File: src/rtl/sxa_pkg.sv
package sxa_pkg;
  // outcome of a completion report from the engine
  typedef enum logic [1:0] {
    END_NONE  = 2'd0,
    END_CLEAR = 2'd1,
    END_HOLD  = 2'd2
  } end_cause_e;
endpackage

File: src/rtl/sxa_reg.sv
module sxa_reg #(
  parameter int VEC_W = 7
) (
  input  logic             clk,
  input  logic             rst_n,
  input  logic             stby,
  input  logic             cpu_wr,
  input  logic [VEC_W:0]   cpu_wdata,
  input  logic             hw_clr,
  output logic             en_o,
  output logic [VEC_W-1:0] vec_o
);
  logic             en_q, en_d, en_ce;
  logic [VEC_W-1:0] vec_q, vec_d;
  logic             vec_ce;

  always_comb begin
    // arm flag: only CPU sets, hardware clear wins
    en_ce  = stby | hw_clr | (cpu_wr & cpu_wdata[VEC_W]);
    en_d   = ~(stby | hw_clr);
    // vector: writable only while disarmed
    vec_ce = stby | (cpu_wr & ~en_q);
    vec_d  = stby ? '0 : cpu_wdata[VEC_W-1:0];
  end

  always_ff @(posedge clk or negedge rst_n) begin
    if (!rst_n) begin
      en_q  <= 1'b0;
      vec_q <= '0;
    end else begin
      if (en_ce)  en_q  <= en_d;
      if (vec_ce) vec_q <= vec_d;
    end
  end

  assign en_o  = en_q;
  assign vec_o = vec_q;
endmodule

File: src/rtl/sxa_seq.sv
module sxa_seq
  import sxa_pkg::*;
(
  input  logic clk,
  input  logic rst_n,
  input  logic stby,
  input  logic en,
  input  logic xfer_done,
  input  logic xfer_dsel,
  input  logic xfer_cnt_zero,
  input  logic dsel_wr,
  input  logic dsel_wdata,
  input  logic irq_ack,
  output logic start_req,
  output logic hw_clr,
  output logic end_irq
);
  logic       busy_q, busy_d;
  logic       held_q, held_d;
  logic       irq_q, irq_d;
  logic       rearm_clr;
  end_cause_e cause;

  always_comb begin
    cause = END_NONE;
    if (busy_q && xfer_done)
      cause = (xfer_dsel || xfer_cnt_zero) ? END_HOLD : END_CLEAR;
    start_req = en & ~busy_q & ~held_q & ~stby;
    rearm_clr = held_q & dsel_wr & ~dsel_wdata;
    hw_clr    = (cause == END_CLEAR) | rearm_clr;

    busy_d = busy_q;
    if (stby)                  busy_d = 1'b0;
    else if (start_req)        busy_d = 1'b1;
    else if (cause != END_NONE) busy_d = 1'b0;

    held_d = held_q;
    if (stby)                  held_d = 1'b0;
    else if (cause == END_HOLD) held_d = 1'b1;
    else if (rearm_clr)        held_d = 1'b0;

    irq_d = irq_q;
    if (stby)                  irq_d = 1'b0;
    else if (cause == END_HOLD) irq_d = 1'b1;
    else if (irq_ack)          irq_d = 1'b0;
  end

  always_ff @(posedge clk or negedge rst_n) begin
    if (!rst_n) begin
      busy_q <= 1'b0;
      held_q <= 1'b0;
      irq_q  <= 1'b0;
    end else begin
      busy_q <= busy_d;
      held_q <= held_d;
      irq_q  <= irq_d;
    end
  end

  assign end_irq = irq_q;
endmodule

File: src/rtl/sxa_addr.sv
module sxa_addr #(
  parameter int               VEC_W  = 7,
  parameter int               ADDR_W = 16,
  parameter logic [ADDR_W-1:0] BASE  = 16'h0400
) (
  input  logic [VEC_W-1:0]  vec,
  output logic [ADDR_W-1:0] addr
);
  localparam int PAD = ADDR_W - VEC_W - 1;

  generate
    if (PAD > 0) begin : g_pad
      assign addr = BASE + {{PAD{1'b0}}, vec, 1'b0};
    end else begin : g_nopad
      assign addr = BASE + ADDR_W'({vec, 1'b0});
    end
  endgenerate
endmodule

File: src/rtl/sw_xfer_trigger.sv
module sw_xfer_trigger #(
  parameter int               VEC_W  = 7,
  parameter int               ADDR_W = 16,
  parameter logic [ADDR_W-1:0] BASE  = 16'h0400
) (
  input  logic              clk,
  input  logic              rst_n,
  input  logic              stby,
  input  logic              cpu_wr,
  input  logic [VEC_W:0]    cpu_wdata,
  output logic [VEC_W:0]    cpu_rdata,
  input  logic              dsel_wr,
  input  logic              dsel_wdata,
  input  logic              xfer_done,
  input  logic              xfer_dsel,
  input  logic              xfer_cnt_zero,
  output logic              start_req,
  output logic [ADDR_W-1:0] vec_addr,
  output logic              end_irq,
  input  logic              irq_ack
);
  logic             rst_meta_q, rst_sync_q;
  logic             en, hw_clr;
  logic [VEC_W-1:0] vec;

  // asynchronous assert, synchronous release
  always_ff @(posedge clk or negedge rst_n) begin
    if (!rst_n) begin
      rst_meta_q <= 1'b0;
      rst_sync_q <= 1'b0;
    end else begin
      rst_meta_q <= 1'b1;
      rst_sync_q <= rst_meta_q;
    end
  end

  sxa_reg #(.VEC_W(VEC_W)) u_reg (
    .clk       (clk),
    .rst_n     (rst_sync_q),
    .stby      (stby),
    .cpu_wr    (cpu_wr),
    .cpu_wdata (cpu_wdata),
    .hw_clr    (hw_clr),
    .en_o      (en),
    .vec_o     (vec)
  );

  sxa_seq u_seq (
    .clk           (clk),
    .rst_n         (rst_sync_q),
    .stby          (stby),
    .en            (en),
    .xfer_done     (xfer_done),
    .xfer_dsel     (xfer_dsel),
    .xfer_cnt_zero (xfer_cnt_zero),
    .dsel_wr       (dsel_wr),
    .dsel_wdata    (dsel_wdata),
    .irq_ack       (irq_ack),
    .start_req     (start_req),
    .hw_clr        (hw_clr),
    .end_irq       (end_irq)
  );

  sxa_addr #(.VEC_W(VEC_W), .ADDR_W(ADDR_W), .BASE(BASE)) u_addr (
    .vec  (vec),
    .addr (vec_addr)
  );

  assign cpu_rdata = {en, vec};
endmodule

File: config.mk
export PLATFORM = sky130hd
export DESIGN_NAME = sw_xfer_trigger
export DESIGN_NICKNAME = d
export VERILOG_FILES = /design/src/rtl/sxa_pkg.sv /design/src/rtl/sxa_reg.sv /design/src/rtl/sxa_seq.sv /design/src/rtl/sxa_addr.sv /design/src/rtl/sw_xfer_trigger.sv
export SDC_FILE = /design/constraint.sdc
export NUM_CORES = 1
export LEC_CHECK = 0
export BUFFER_PORTS_ARGS = -buffer_cell sky130_fd_sc_hd__buf_2
export CORE_MARGIN = 2
export CORE_UTILIZATION = 43
export CTS_CLUSTER_DIAMETER = 40
export DETAILED_ROUTE_END_ITERATION = 16
export PLACE_DENSITY = 0.89
export SYNTH_ARGS = -nofsm -noshare
export SYNTH_HDL_FRONTEND = slang
export SYNTH_SLANG_ARGS = --single-unit
export TNS_END_PERCENT = 10
File: constraint.sdc
create_clock -name clk -period 1.2 [get_ports clk]
set_input_delay 0.12 -clock clk [delete_from_list [all_inputs] [get_ports clk]]
set_output_delay 0.12 -clock clk [all_outputs]
set_load 0.1 [all_outputs]
==> metrics.md <==
| Metric | Value |
|---|---|
| Status | `finished, violations left` |
| Failing checks | `setup timing` |
| Die X-Extent | `43.5 um` |
| Cells after Synth | `74` |
| Vert. Die Dim | `43.5 um` |
| Sequential power share | `0.370` |
| P_int | `0.763 mW` |
| Place WS | `0.133 ns` |
| Die ar. | `1890 um^2` |
| Max Cap Violations | `0` |
| Initial antenna violation count | `0` |
| Critical Path RT | `1.08 ns` |
| Top delay family on crit path | `flip-flops` |
| Number of warnings issued by yosys | `0` |
| Fin. Hold Viols | `0` |
| Reg-to-Reg End | `u_reg.en_o` |
| CTS buffer count | `3` |
| Critical Setup Path Class | `register to output port` |
| Worst hold path class | `primary input to register` |
| DRC | `0` |
| RSZ-0062 raised after global routing | `yes` |
| Vias in the first global route | `520` |
| Clock power frac | `0.192` |
| Worst VDD drop | `0.000861 V` |
| TNS Setup | `-0.142 ns` |
| Yosys reg bits | `13` |
| Fin nets | `124` |
| Final min period | `1.34 ns` |
| Sequential area share after synthesis | `0.485` |
| Combinational share of power | `0.439` |
| Vias | `573` |
| Total global-route track usage | `0.168` |
| Core area | `1490 um^2` |
| Top cell type by total area after synthesis | `dfrtp_1` |
| Post-Route Utilization | `0.726` |
| I/O pin count | `44` |
| DR pass1 iterations | `4` |
| Worst Reg2Reg Path Length in Cells | `4` |
| Crit end category | `output port` |
| Clock latency on the worst-skew pair | `0.27 ns` |
| # clock sinks | `13` |
| Final worst slack | `-0.142 ns` |
| Pins Over Slew Limit | `0` |
| Drt wl/cell | `11.9 um` |
| First-pass GRT wire length | `2.24 mm` |
| Maximum clock rate | `745 MHz` |
| Area growth syn-to-layout | `61.2%` |
| Clk_skew | `0.00237 ns` |
| Leak | `0.514 nW` |
| DRT Wirelength | `1.44 mm` |
| Via density | `4.74` |
| Bufs on Longest Clock Path | `2` |
| Final Cycle Share | `1.12` |
| Hold Crit Endpoint | `u_reg.vec_o[6]` |
| Dpl cell area | `1030 um^2` |
| Worst-path clk slew | `0.07 ns` |
| Synth area leaders | `dfrtp_1 (49%), buf_4 (19%), nand2_1 (9.0%)` |
| DRT antenna net count | `0` |
| Endpoints failing setup | `1` |
| Sw Ratio | `0.439` |
| Hold depth | `3` |
| Crit start category | `register` |
| Psw | `0.598 mW` |
| Synthesized area | `671 um^2` |
| DP HPWL | `1.17 mm` |
| FF-to-FF Start | `u_seq.held_q` |
| Std-Cell Rows | `14` |
| GPL Wtd Cong | `0.717` |
| Post-synth top area share | `0.485` |
| Largest stage delay on the critical path | `0.42 ns` |
| Launch point of the worst path | `u_seq.busy_q` |
| FF-to-FF setup slack | `0.13 ns` |
| Critical Path AT | `1.22 ns` |
| # H-tree levels | `1` |
| Worst hold path startpoint | `cpu_wdata[6]` |
| Filler Cell Count | `96` |
| Hold WS | `0.0782 ns` |
| CTS tree | `done` |
| Initial Util | `0.450` |
| Avg Cell Area, Syn | `9.06 um^2` |
| Grt total ovfl | `0` |
| Finished Cell Area | `1080 um^2` |
| Crit Path Max Fanout | `2` |
| Slowest CP cell | `dfrtp_1` |
| ANT cells | `0` |
| Cell Pwr Density | `1260 nW/um^2` |
| Share of layout cells above drive strength 1 | `0.410` |
| CP bufs+invs | `1` |
| Commonest non-fill, non-tap cells in the layout | `buf_2 (17), buf_12 (17), nand2_1 (16)` |
| Largest net degree at the start of global routing | `15` |
| Unique cell type count in the Yosys netlist | `17` |
| Root Driver | `clkbuf_4` |
| Crit-path cells | `nor4b_4, buf_12` |
| 1st-iter DRT viols | `6` |
| IO buf count | `34` |
flip-flops by register name, indices dropped and copies added, names as in the netlist:
signal,count
rst_meta_q,1
rst_sync_q,1
u_seq.busy_q,1
u_reg.vec_o,7
u_reg.en_o,1
u_seq.end_irq,1
u_seq.held_q,1
power groups by stage:
stage	clock network, mW	registers, mW	logic, mW
floorplan	0	0.597	0.354
global placement	0	0.510	0.583
detailed placement	0	0.513	0.589
CTS	0.271	0.505	0.593
global route	0.288	0.507	0.615
finish	0.261	0.503	0.597
metal layers:
metal | vias up | part of all wire | GRT usage
met2 | 31 | 0.53 | 0.287
met5 | - | 0 | 0
li1 | 274 | - | -
met4 | 0 | 0.031 | 0.164
met3 | 4 | 0.071 | 0.0292
met1 | 264 | 0.36 | 0.170
final cells by class:
type | instances | area, um^2 | share of cell area
Inverter | 2 | 7.51 | 0.00694
Sequential cell | 13 | 327 | 0.302
Clock buffer | 4 | 26.3 | 0.0243
Multi-Input combinational cell | 49 | 250 | 0.231
Timing Repair Buffer | 37 | 450 | 0.417
Tap cell | 16 | 20.0 | 0.0185
timing repair:
action                                 in CTS  in global routing
pin swaps                                   1                  1
resized for setup                           1                  0
setup buffers                               1                  1
hold buffers                                1                  0
setup endpoints to repair                   1                  1
endpoints found under the hold margin       2                  0
kinds of logic after synthesis:
kind of cell	after synthesis	share of synthesized area
AOI/OAI and AO/OA	11	0.0895
buffers and inverters	20	0.209
DFF	13	0.485
other	2	0.0112
and+or+nand+nor	28	0.205
cells in the mapped netlist:
| cell type | number |
|---|---|
| buf_4 | 17 |
| nand2_1 | 16 |
| dfrtp_1 | 13 |
| a21oi_1 | 9 |
| nor2_1 | 4 |
| conb_1 | 2 |
| inv_1 | 2 |
| o31ai_1 | 2 |
| and2b_4 | 1 |
| buf_2 | 1 |
| nand2b_1 | 1 |
| nand3b_1 | 1 |
| nor3_1 | 1 |
| nor3b_1 | 1 |
| nor4_1 | 1 |
| nor4b_1 | 1 |
| or2b_4 | 1 |
worst register-to-register path, delay by kind of cell, from the launching register on:
family	cells	cell delay, ns
DFF	1	0.42
and+or+nand+nor	2	0.33
buffers and inverters	2	0.22
how the worst max path moves through the flow:
stage / end / slack (ns) / cells after the start
floorplan: start_req / -0.42 / 1
global placement: start_req / 0.15 / 2
detailed placement: start_req / 0.13 / 2
CTS: start_req / -0.14 / 2
global route: start_req / -0.16 / 2
finish: start_req / -0.14 / 2
per-stage QoR:
stage | instances | power (mW)
3_5_place_dp | 114 | 1.10
6_report | 121 | 1.36
3_3_place_gp | 114 | 1.09
5_1_grt | 121 | 1.41
2_1_floorplan | 82 | 0.951
4_1_cts | 120 | 1.37
Power figures use the tool's default switching activity.
